**config.mk**
```make
export PLATFORM = sky130hd
export DESIGN_NAME = fsync_top
export DESIGN_NICKNAME = d
export VERILOG_FILES = /design/src/rtl/fsync_pkg.sv /design/src/rtl/fsync_matcher.sv /design/src/rtl/fsync_ctrl.sv /design/src/rtl/fsync_top.sv
export SDC_FILE = /design/constraint.sdc
export NUM_CORES = 1
export LEC_CHECK = 0
export ABC_AREA = 1
export ABC_CLOCK_PERIOD_IN_PS = 5750
export BUFFER_PORTS_ARGS = -buffer_cell sky130_fd_sc_hd__buf_2
export CAP_MARGIN = 20
export CORE_MARGIN = 8
export CORE_UTILIZATION = 35
export CTS_BUF_LIST = sky130_fd_sc_hd__clkbuf_8 sky130_fd_sc_hd__clkbuf_16
export DETAILED_ROUTE_END_ITERATION = 7
export MAX_ROUTING_LAYER = met4
export RECOVER_POWER = 25
export SLEW_MARGIN = 20
export SYNTH_ARGS = -nofsm -noshare
export SYNTH_HDL_FRONTEND = slang
export SYNTH_HIERARCHICAL = 1
export SYNTH_SLANG_ARGS = --single-unit
export TNS_END_PERCENT = 20
```
**constraint.sdc**
```tcl
create_clock -name clk -period 5.75 [get_ports clk]
set_input_delay 0 -clock clk [delete_from_list [all_inputs] [get_ports clk]]
set_output_delay 0 -clock clk [all_outputs]
set_load 0.01 [all_outputs]
```
**src/rtl/fsync_pkg.sv**
```systemverilog
package fsync_pkg;
    typedef enum logic [1:0] {
        PH_SEARCH  = 2'd0,
        PH_CONFIRM = 2'd1,
        PH_LOCKED  = 2'd2
    } phase_e;
endpackage

```
**src/rtl/fsync_matcher.sv**
```systemverilog
module fsync_matcher #(
    parameter int              SYNC_W    = 12,
    parameter logic [SYNC_W-1:0] SYNC_CODE = 12'hB38
) (
    input  logic clk,
    input  logic rst_n,
    input  logic bit_en,
    input  logic din,
    output logic hit
);
    logic [SYNC_W-1:0] win_q, win_d;

    always_comb begin
        win_d = {win_q[SYNC_W-2:0], din};
        hit   = bit_en && (win_d == SYNC_CODE);
    end

    always_ff @(posedge clk or negedge rst_n) begin
        if (!rst_n)      win_q <= '0;
        else if (bit_en) win_q <= win_d;
    end
endmodule

```
**src/rtl/fsync_ctrl.sv**
```systemverilog
module fsync_ctrl
    import fsync_pkg::*;
#(
    parameter int FRAME_LEN      = 7680,
    parameter int SYNC_W         = 12,
    parameter int HITS_TO_LOCK   = 3,
    parameter int MISSES_TO_DROP = 3,
    localparam int POS_W = $clog2(FRAME_LEN),
    localparam int HIT_W = $clog2(HITS_TO_LOCK + 1),
    localparam int MIS_W = $clog2(MISSES_TO_DROP + 1)
) (
    input  logic             clk,
    input  logic             rst_n,
    input  logic             bit_en,
    input  logic             hit,
    output logic             locked,
    output logic             alarm,
    output logic             frame_start,
    output logic [POS_W-1:0] bit_pos
);
    localparam logic [POS_W-1:0] LAST_POS  = POS_W'(FRAME_LEN - 1);
    localparam logic [POS_W-1:0] CHECK_POS = POS_W'(SYNC_W - 1);
    localparam logic [HIT_W-1:0] HIT_GOAL  = HIT_W'(HITS_TO_LOCK);
    localparam logic [MIS_W-1:0] MIS_GOAL  = MIS_W'(MISSES_TO_DROP);

    typedef struct packed {
        phase_e           phase;
        logic [HIT_W-1:0] hits;
        logic [MIS_W-1:0] misses;
        logic [POS_W-1:0] pos;
        logic             fs;
    } ctrl_t;

    ctrl_t cur_q, nxt_d;
    logic [POS_W-1:0] pos_step;
    logic             at_check;

    always_comb begin
        nxt_d    = cur_q;
        nxt_d.fs = 1'b0;
        pos_step = (cur_q.pos == LAST_POS) ? '0 : cur_q.pos + 1'b1;
        at_check = (pos_step == CHECK_POS);
        if (bit_en) begin
            nxt_d.pos = pos_step;
            unique case (cur_q.phase)
                PH_SEARCH: begin
                    if (hit) begin
                        nxt_d.phase  = PH_CONFIRM;
                        nxt_d.hits   = HIT_W'(1);
                        nxt_d.misses = '0;
                        nxt_d.pos    = CHECK_POS;
                    end
                end
                PH_CONFIRM: begin
                    if (at_check) begin
                        if (hit) begin
                            nxt_d.hits = cur_q.hits + 1'b1;
                            if (cur_q.hits + 1'b1 >= HIT_GOAL) begin
                                nxt_d.phase  = PH_LOCKED;
                                nxt_d.misses = '0;
                            end
                        end else begin
                            nxt_d.phase = PH_SEARCH;
                            nxt_d.hits  = '0;
                        end
                    end
                end
                PH_LOCKED: begin
                    nxt_d.fs = (pos_step == '0);
                    if (at_check) begin
                        if (hit) begin
                            nxt_d.misses = '0;
                        end else if (cur_q.misses + 1'b1 >= MIS_GOAL) begin
                            nxt_d.phase  = PH_SEARCH;
                            nxt_d.misses = '0;
                            nxt_d.hits   = '0;
                        end else begin
                            nxt_d.misses = cur_q.misses + 1'b1;
                        end
                    end
                end
                default: nxt_d.phase = PH_SEARCH;
            endcase
        end
    end

    always_ff @(posedge clk or negedge rst_n) begin
        if (!rst_n) begin
            cur_q.phase  <= PH_SEARCH;
            cur_q.hits   <= '0;
            cur_q.misses <= '0;
            cur_q.pos    <= '0;
            cur_q.fs     <= 1'b0;
        end else begin
            cur_q <= nxt_d;
        end
    end

    assign locked      = (cur_q.phase == PH_LOCKED);
    assign alarm       = (cur_q.phase != PH_LOCKED);
    assign frame_start = cur_q.fs;
    assign bit_pos     = cur_q.pos;
endmodule

```
**src/rtl/fsync_top.sv**
```systemverilog
module fsync_top #(
    parameter int                FRAME_LEN      = 7680,
    parameter int                SYNC_W         = 12,
    parameter logic [SYNC_W-1:0] SYNC_CODE      = 12'hB38,
    parameter int                HITS_TO_LOCK   = 3,
    parameter int                MISSES_TO_DROP = 3,
    localparam int POS_W = $clog2(FRAME_LEN)
) (
    input  logic             clk,
    input  logic             rst_n,
    input  logic             bit_en,
    input  logic             din,
    output logic             locked,
    output logic             alarm,
    output logic             frame_start,
    output logic [POS_W-1:0] bit_pos
);
    logic word_hit;

    fsync_matcher #(
        .SYNC_W   (SYNC_W),
        .SYNC_CODE(SYNC_CODE)
    ) u_match (
        .clk   (clk),
        .rst_n (rst_n),
        .bit_en(bit_en),
        .din   (din),
        .hit   (word_hit)
    );

    fsync_ctrl #(
        .FRAME_LEN     (FRAME_LEN),
        .SYNC_W        (SYNC_W),
        .HITS_TO_LOCK  (HITS_TO_LOCK),
        .MISSES_TO_DROP(MISSES_TO_DROP)
    ) u_ctrl (
        .clk        (clk),
        .rst_n      (rst_n),
        .bit_en     (bit_en),
        .hit        (word_hit),
        .locked     (locked),
        .alarm      (alarm),
        .frame_start(frame_start),
        .bit_pos    (bit_pos)
    );
endmodule

```
==> flow_summary.ini, run 1 <==
[run_status]
outcome = finished with violations
violations_in_the_final_reports = max-capacitance violations, max-slew violations

[routing]
wl_mm = 4.035
drt_drc_violations_left = 0
dr_wl_met2_mm = 1.849
route.vias.total = 1590
wl_met1_mm = 1.943
viasPerCell = 4.732
ant_nets = 0
detail_route.wl_per_cell_um = 12.01
drt_pass1_iterations = 4
top_layer_reached_by_signal_wires = met4
met3_wirelength_um = 154
first_iter_violations = 80

[clock_network]
worst_skew_pair.late_latency_ns = 0.29
cts.sink_count = 31
clk_pin_slew_worst_paths_ns = 0.07
numCtsBuffers = 5
tritoncts_clock_tree = built
cts_root_buffer = clkbuf_8
clockBufferDepth = 2
cts-htree-levels = 2
post_cts_buffers = 0

[power_and_ir_drop]
power_frac_clock_pct = 30.4
ir_worst_vdd_mv = 0.1085
cellInternalPower_uw = 475.6
p_sw_uw = 268.1
power.density_cell_area_nw_per_um2 = 338.5
p_comb_share_pct = 29.0
seq_power_share_pct = 40.6
leakage_nw = 1.090
switching_share_pct = 36.05

[setup_path]
path_depth_of_the_worst_reg2reg_path = 12
worstSetupPathType = reg -> reg
cp_max_fo = 6
worst-endpoint-required_ns = 5.93
reg2reg_setup_slack_ns = 3.59
critical_path.startpoint = u_ctrl/bit_pos[1]
worstPathArrival_ns = 2.34
r2r-end = u_ctrl/cur_q[19]
cp-end-kind = flop
worst_r2r_startpoint = u_ctrl/bit_pos[1]
worst_setup_path_endpoint = u_ctrl/cur_q[19]
critPathLaunchType = flop

[global_route]
grt_pass1_wl_mm = 7.224
grt_antenna_before_repair = 0
largest_net_degree_at_the_start_of_global_routing = 32
global_route.usage.total_pct = 10.86
grt_pass1_vias = 1546
globalRouteOverflowTotal = 0

[yosys]
synth.area.top_cells = dfrtp_1 (39%), nand2_1 (13%), inv_1 (6.4%), ha_1 (5.0%), buf_4 (4.9%)
ys.warnings.count = 6
synth_compound_gate_area_share_pct = 10.49
post_synthesis_sequential_area_ratio_pct = 38.94
synth_top_family_by_area = simple AND/OR/NAND/NOR gates
synth.mux.area_fraction_pct = 0
synth_seq_cells = 31
post_synth_inst_count = 250
ys_types = 31
synth_fp_nets = 262
avgSynthCellArea_sq_um = 7.968
synth_fa_ha_area_share_pct = 5.025
synth_top_area_share_pct = 38.94
synth_area_sq_um = 1992
synth_xor_xnor_area_share_pct = 1.319
yosys.area.top_type = dfrtp_1
simple_gate_fraction_of_synth_area_pct = 32.10

[floorplanning]
fp-row-count = 27
floorplan.initialDensity_pct = 36.17
core_area_sq_um = 5507
die_w_um = 91.44
design.portCount = 20
die-area_sq_um = 8361
chipHeight_um = 91.44

[sta]
tightestPinTransition_ns = 1.681
max_freq_ghz = 0.4628
timing.setup.tns_ns = 0
finalHoldViolCount = 0
finClkSkew_ns = 0.002349
timing.final.crit_period_ns = 2.161
timing.final.setup_violations = 0
rsz_0062_raised_after_global_routing = false
slew_violations = 32
min_period_over_period_pct = 37.58
relSlewSlack_pct = -12.09

[cells_and_area]
final-instance-count-excl-fill = 336
fraction_of_layout_instances_using_a_drive_strength_above_1_pct = 18.18
final.fill_count = 561
design_area_sq_um = 2197
net_count_of_the_finished_layout = 275
finish.utilization_pct = 39.90
antenna-diode-count = 0
layout-area-overhead-vs-synth_pct = 10.30

[place]
place_inst = 326
placedInstanceArea_sq_um = 2071
routabilityCongestion = 0.8187
detailed_place_hpwl_mm = 2.992
buffer_ports.inserted = 19

[hold_path]
worst_hold_startpoint = bit_en
hold_class = in -> reg

[flow_run]
maxCapViolations = 1
worst max-delay path: stages, from the launching register on:
cell     delay, ns
dfrtp_1       0.45
ha_1          0.26
nand2_2       0.09
nor2_4        0.19
nand2_4       0.09
xor2_1        0.22
nand3_2       0.12
nor2_4        0.13
nand2_4       0.10
a21oi_4       0.20
nand2_1       0.09
nand2_1       0.07
nand2_1       0.05
how the worst min path moves through the flow:
stage               cells after the start            endpoint  slack [ns]
finish                                  3    u_match/win_q[0]        0.16
global route                            3    u_match/win_q[0]        0.19
CTS                                     3    u_match/win_q[0]        0.16
detailed placement                      1  u_ctrl/bit_pos[12]        0.09
global placement                        1  u_ctrl/bit_pos[12]        0.10
floorplan                               0   u_ctrl/bit_pos[0]       -0.30
kinds of logic (layout without fill, tap and decap cells):
family                     count (synthesis)  in the layout
and+or+nand+nor                          126            126
adders and majority gates                  8              8
buffers and inverters                     51             65
DFF                                       31             31
AOI/OAI and AO/OA                         31             31
xor gates and xnor gates                   3              3
placed cells by master, fill, tap and decap left out, types with 2 or more instances in the layout:
cell / Yosys / layout
dlygate4sd3_1: 0 / 2
xor2_1: 2 / 2
a21oi_1: 3 / 3
o22ai_1: 8 / 8
nor2_1: 13 / 14
o21ai_0: 12 / 12
clkbuf_1: 1 / 7
a21oi_4: 2 / 2
nor4_1: 2 / 2
nand4_1: 3 / 3
nor2_2: 4 / 3
a21oi_2: 2 / 2
nor2_4: 3 / 3
inv_1: 34 / 34
nand3_1: 17 / 17
buf_2: 1 / 12
clkbuf_8: 0 / 6
nand2_2: 4 / 4
ha_1: 8 / 8
nand2_4: 3 / 3
nand2_1: 67 / 67
dfrtp_1: 31 / 31
nand3_2: 8 / 8
power groups by stage:
stage / clock [mW] / combinational [mW] / sequential (mW)
after CTS: 0.232 / 0.221 / 0.302
after floorplan: 0 / 0.196 / 0.294
after global routing: 0.242 / 0.243 / 0.311
after detailed placement: 0 / 0.219 / 0.306
after global placement: 0 / 0.219 / 0.306
final: 0.226 / 0.216 / 0.302
area by class of cell:
type / instances / area [sq um] / share of cell area [%]
well taps: 72 / 90.09 / 4.100
clock inverters: 2 / 35.03 / 1.595
inverters: 36 / 135.1 / 6.150
repair buffers: 21 / 106.4 / 4.841
flip-flops and latches: 31 / 775.7 / 35.31
multi-input cells: 168 / 972.2 / 44.25
clock buffers: 6 / 82.58 / 3.759
state kept, by name (all words and copies together), names as in the netlist:
register / count
u_ctrl/bit_pos: 13
u_ctrl/cur_q: 6
u_ctrl/frame_start: 1
u_match/win_q: 11
cell usage after synthesis (all sizes together):
cell and number:
nand2 74, inv 35, dfrtp 31, nand3 25, nor2 20, buf 14, o21ai 13, ha 8
o22ai 8, a21oi 7, nand4 3, nor4 2, xor2 2, a22oi 1, a32o 1, clkbuf 1
clkinv 1, nor3 1, nor4b 1, o21bai 1, xnor2 1
metrics by stage:
step	power [mW]	worst slack, ns	hold slack (ns)
global route	0.7957	3.352	0.1889
global placement	0.5249	3.636	0.1015
CTS	0.7556	3.573	0.1602
detailed placement	0.5249	3.580	0.09136
floorplan	0.4903	3.858	-0.2956
finish	0.7437	3.589	0.1646
metal layers:
metal / track usage (%) / vias to the layer above
met1: 12.84 / 745
met3: 2.798 / 6
li1: - / 818
met4: 5.730 / 0
met5: - / -
met2: 16.57 / 21
repair_timing:
| action | CTS | global route |
|---|---|---|
| hold buffers | 2 | 0 |
| gates resized for setup | 0 | 0 |
| endpoints found under the hold margin | 32 | 0 |
| setup endpoints to repair | 0 | 0 |
No activity file was read; power rests on OpenSTA's default activity.
==> run 2: changes to the inputs <==
--- a/config.mk
+++ b/config.mk
@@ -6,7 +6,7 @@
 export NUM_CORES = 1
 export LEC_CHECK = 0
 export ABC_AREA = 1
-export ABC_CLOCK_PERIOD_IN_PS = 5750
+export ABC_CLOCK_PERIOD_IN_PS = 2200
 export BUFFER_PORTS_ARGS = -buffer_cell sky130_fd_sc_hd__buf_2
 export CAP_MARGIN = 20
 export CORE_MARGIN = 8
==> constraint.sdc (replaced) <==
create_clock -name clk -period 2.2 [get_ports clk]
set_input_delay 0 -clock clk [delete_from_list [all_inputs] [get_ports clk]]
set_output_delay 0 -clock clk [all_outputs]
set_load 0.01 [all_outputs]
==> flow_summary.ini, run 2 (synthesized netlist as in run 1, its figures left out) <==
[place]
buffer_ports.inserted = 19
routabilityCongestion = 0.8400
place_inst = 329
detailed_place_hpwl_mm = 3.031
place_worst_setup_slack_ns = 0.1994

[setup_path]
critPathLaunchType = flop
worstPathArrival_ns = 2.23
worst-endpoint-required_ns = 2.42
path_depth_of_the_worst_reg2reg_path = 14
worstSetupPathType = reg -> reg
cp-end-kind = flop
cp_max_fo = 5

[routing]
first_iter_violations = 99
detail_route.wl_per_cell_um = 11.89
wl_mm = 4.043
drt_drc_violations_left = 0
drt_pass1_iterations = 4
route.vias.total = 1586
viasPerCell = 4.665
ant_nets = 0

[global_route]
global_route.usage.total_pct = 10.72
globalRouteOverflowTotal = 0
grt_antenna_before_repair = 0
largest_net_degree_at_the_start_of_global_routing = 32
grt_pass1_vias = 1540
grt_pass1_wl_mm = 7.141

[floorplanning]
chipHeight_um = 91.44
floorplan.initialDensity_pct = 36.17
fp-row-count = 27
die-area_sq_um = 8361
core_area_sq_um = 5507
die_w_um = 91.44
design.portCount = 20

[sta]
tightestPinTransition_ns = 0.7021
timing.final.crit_period_ns = 2.005
timing.final.setup_violations = 0
min_period_over_period_pct = 91.12
finClkSkew_ns = 0.003823
slew_violations = 0
timing.setup.tns_ns = 0
layout_setup_ws_ns = 0.1953
max_freq_ghz = 0.4988
finalHoldViolCount = 0
relSlewSlack_pct = 53.19

[clock_network]
clk_pin_slew_worst_paths_ns = 0.07
cts_root_buffer = clkbuf_8
numCtsBuffers = 5
clockBufferDepth = 2
cts-htree-levels = 2
tritoncts_clock_tree = built
cts.sink_count = 31
worst_skew_pair.late_latency_ns = 0.28

[cells_and_area]
largest_reg_flops = 13
fraction_of_layout_instances_using_a_drive_strength_above_1_pct = 19.78
net_count_of_the_finished_layout = 279
layout-area-overhead-vs-synth_pct = 13.00
antenna-diode-count = 0
final-instance-count-excl-fill = 340
final_common_cell = nand2_1
layout_common_cells = nand2_1 (67), inv_1 (34), dfrtp_1 (31), nand3_1 (17), nor2_1 (14)

[hold_path]
hold_class = in -> reg
min_delay_path_depth = 4

[power_and_ir_drop]
ir_worst_vdd_mv = 0.3288
total_power_mw = 1.981
power.density_cell_area_nw_per_um2 = 880.2
leakage_nw = 1.107

[run_status]
outcome = complete, no violations

[flow_run]
maxCapViolations = 0
run 2: routing by layer:
| layer | global-route usage (%) | routed length (um) |
|---|---|---|
| met1 | 13.11 | 2022 |
| met5 | - | 0 |
| met2 | 16.45 | 1814 |
| met3 | 2.551 | 129 |
| met4 | 4.502 | 76 |
run 2: cell type report:
class                      count  area [sq um]
clock buffer                   6         82.58
clock inverter                 2         35.03
fill                         561          3256
inverter                      36         135.1
multi-input combinational    168         997.2
sequential                    31         775.7
tap                           72         90.09
timing repair buffer          25         135.1
run 2: repair_timing:
action,CTS,global route
hold endpoints to repair,32,0
resized for setup,0,4
hold buffers,2,0
setup buffers,0,1
setup endpoints to repair,0,6
run 2: per-stage QoR:
| stage | cell area, sq um | utilization, % | hold slack (ns) |
|---|---|---|---|
| 2_1_floorplan | 1992 | - | -0.2956 |
| 3_3_place_gp | 2093 | 38.01 | 0.09281 |
| 3_5_place_dp | 2093 | 38.01 | 0.09961 |
| 4_1_cts | 2231 | 40.51 | 0.03751 |
| 5_1_grt | 2251 | 40.88 | 0.05188 |
| 6_report | 2251 | 40.88 | 0.04025 |
run 2: worst max-delay path: stages, from the launching register on:
cell and delay [ns]:
dfrtp_1 0.39, ha_4 0.17, nand2_2 0.07, nor2_4 0.22, nand2_4 0.09, nor2_4 0.09
nand2_1 0.06, nand2_2 0.07, nand3_2 0.10, nor2_4 0.12, nand2_4 0.09, a21oi_4 0.20
buf_4 0.14, nand3_1 0.06, nand2_1 0.07
run 2: power breakdown:
group          switching, mW  internal (mW)  total (mW)
Combinational          0.382          0.230       0.612
Clock                  0.219          0.366       0.586
Sequential             0.116          0.668       0.783
run 2: path summary, 6_finish.rpt:
check                      slack, ns               from                 end
max reg2reg                     0.20  u_ctrl/bit_pos[0]    u_ctrl/cur_q[14]
max in group asynchronous       1.44              rst_n   u_ctrl/bit_pos[2]
min                             0.04             bit_en   u_match/win_q[10]
max                             0.20  u_ctrl/bit_pos[0]    u_ctrl/cur_q[14]
min in group asynchronous       0.30              rst_n  u_ctrl/bit_pos[12]
min reg2reg                     0.48   u_match/win_q[4]    u_match/win_q[5]
==> run 3: changes to the inputs <==
--- a/config.mk
+++ b/config.mk
@@ -6,7 +6,7 @@
 export NUM_CORES = 1
 export LEC_CHECK = 0
 export ABC_AREA = 1
-export ABC_CLOCK_PERIOD_IN_PS = 2200
+export ABC_CLOCK_PERIOD_IN_PS = 2400
 export BUFFER_PORTS_ARGS = -buffer_cell sky130_fd_sc_hd__buf_2
 export CAP_MARGIN = 20
 export CORE_MARGIN = 8
==> constraint.sdc (replaced) <==
create_clock -name clk -period 2.4 [get_ports clk]
set_input_delay 0 -clock clk [delete_from_list [all_inputs] [get_ports clk]]
set_output_delay 0 -clock clk [all_outputs]
set_load 0.01 [all_outputs]
==> flow_summary.ini, run 3 (synthesized netlist as in run 1, its figures left out) <==
[run_status]
outcome = complete, no violations

[floorplanning]
die_w_um = 91.44
die-area_sq_um = 8361
design.portCount = 20
floorplan.initialDensity_pct = 36.17
fp-row-count = 27
core_area_sq_um = 5507
chipHeight_um = 91.44

[setup_path]
worst_r2r_startpoint = u_ctrl/bit_pos[0]
crit_path_top_delay_cell = dfrtp_1
cells_along_the_critical_path = ha_1 > nand2_2 > nor2_4 > nand2_4 > xor2_1 > nand3_2 > nor2_4 > nand2_4 > a21oi_4 > nand2_1 > nand2_1 > nand2_1
r2r-end = u_ctrl/cur_q[16]
cp_max_fo = 6
crit_path_max_incr_delay_ns = 0.43
cp-end-kind = flop
critPathLaunchType = flop
path_common_cell = nand2_1
reg2reg_setup_slack_ns = 0.28
worst-endpoint-required_ns = 2.58
timing.critical_path.max_delay_family = simple AND/OR/NAND/NOR gates
worstPathArrival_ns = 2.30
path_depth_of_the_worst_reg2reg_path = 12
worstSetupPathType = reg -> reg
critPathBufInv = 0

[place]
routabilityCongestion = 0.8176
buffer_ports.inserted = 19
detailed_place_hpwl_mm = 3.028

[clock_network]
worst_skew_pair.late_latency_ns = 0.28
clockBufferDepth = 2
cts.sink_count = 31
tritoncts_clock_tree = built
numCtsBuffers = 5
cts-htree-levels = 2
clk_pin_slew_worst_paths_ns = 0.07
post_cts_buffers = 0
cts_root_buffer = clkbuf_8

[global_route]
global_route.usage.total_pct = 10.67
globalRouteOverflowTotal = 0
largest_net_degree_at_the_start_of_global_routing = 32
grt_pass1_vias = 1581
grt_antenna_before_repair = 0
grt_pass1_wl_mm = 7.238

[power_and_ir_drop]
seq_power_share_pct = 40.7
leakage_nw = 1.094
cellInternalPower_mw = 1.142
power_frac_clock_pct = 30.1
switching_share_pct = 35.75
total_power_mw = 1.777
power.density_cell_area_nw_per_um2 = 805.6
p_comb_share_pct = 29.2
p_sw_uw = 635.3
ir_worst_vdd_mv = 0.3655

[sta]
timing.final.setup_violations = 0
holdWs_ns = 0.02240
tightestPinTransition_ns = 0.6938
finClkSkew_ns = 0.004360
min_period_over_period_pct = 88.27
finalHoldViolCount = 0
slew_violations = 0
timing.final.crit_period_ns = 2.118
rsz_0062_raised_after_global_routing = false
timing.setup.tns_ns = 0
max_freq_ghz = 0.4720
relSlewSlack_pct = 53.75

[routing]
wl_mm = 3.994
ant_nets = 0
viasPerCell = 4.742
drt_drc_violations_left = 0
drt_pass1_iterations = 4
route.vias.total = 1598
detail_route.wl_per_cell_um = 11.85
first_iter_violations = 88

[hold_path]
hold_class = in -> reg
worst_hold_startpoint = bit_en
min_delay_path_depth = 4
hold_path_end = u_match/win_q[0]

[cells_and_area]
net_count_of_the_finished_layout = 276
layout_common_cells = nand2_1 (67), inv_1 (34), dfrtp_1 (30), nand3_1 (17), nor2_1 (14)
layout-area-overhead-vs-synth_pct = 10.74
fraction_of_layout_instances_using_a_drive_strength_above_1_pct = 18.87
largest_reg_flops = 13
final_common_cell = nand2_1
antenna-diode-count = 0

[flow_run]
maxCapViolations = 0
-- run 3: power by group through the flow --
stage / Clock [mW] / Combinational (mW) / Sequential (mW)
2_1_floorplan: 0 / 0.470 / 0.705
3_3_place_gp: 0 / 0.527 / 0.732
3_5_place_dp: 0 / 0.526 / 0.733
4_1_cts: 0.548 / 0.533 / 0.725
5_1_grt: 0.574 / 0.591 / 0.746
6_report: 0.535 / 0.518 / 0.724
-- run 3: stage by stage --
stage | util (%) | worst slack [ns] | instances | cell area [sq um]
after detailed placement | 37.74 | 0.2396 | 327 | 2078
after CTS | 40.24 | 0.2237 | 337 | 2216
after global placement | 37.74 | 0.2878 | 327 | 2078
final | 40.06 | 0.2815 | 337 | 2206
after global routing | 40.06 | 0.02535 | 337 | 2206
after floorplan | - | 0.5081 | 250 | 1992
-- run 3: worst reg2reg max path, cell delays in order (launching register included) --
cell     delay, ns
dfrtp_1       0.43
ha_1          0.25
nand2_2       0.09
nor2_4        0.19
nand2_4       0.09
xor2_1        0.22
nand3_2       0.12
nor2_4        0.13
nand2_4       0.10
a21oi_4       0.19
nand2_1       0.09
nand2_1       0.06
nand2_1       0.05
-- run 3: area by class of cell --
cell class,count,area [sq um]
fill,563,3301
sequential,31,777.0
tap,72,90.09
clock inverter,2,35.03
timing repair buffer,22,113.9
clock buffer,6,82.58
multi-input combinational,168,972.2
inverter,36,135.1
-- run 3: worst max path at each step --
stage / from / to / slack (ns) / cells past startpoint
final: u_ctrl/bit_pos[0] / u_ctrl/cur_q[16] / 0.28 / 12
after global routing: u_ctrl/bit_pos[0] / u_ctrl/cur_q[14] / 0.03 / 12
after global placement: u_ctrl/bit_pos[1] / u_ctrl/cur_q[19] / 0.29 / 12
after floorplan: u_ctrl/bit_pos[1] / u_ctrl/cur_q[16] / 0.51 / 12
after CTS: u_ctrl/bit_pos[1] / u_ctrl/cur_q[16] / 0.22 / 12
after detailed placement: u_ctrl/bit_pos[1] / u_ctrl/cur_q[16] / 0.24 / 12
-- run 3: repair_timing --
item | 4_1_cts | 5_1_grt
gates resized for setup | 0 | 1
endpoints found under the setup margin | 0 | 2
hold buffers | 2 | 0
hold endpoints to repair | 32 | 0
-- run 3: routing by layer --
layer  GRT usage, %  vias to the layer above  routed length, um  part of all wire, %
met2          16.15                       27               1798                   45
met3          2.881                        4                168                  4.2
met1          13.19                      748               1969                   49
li1               -                      819                  -                    -
met4          4.093                        0                 58                  1.5
met5              -                        -                  0                    0
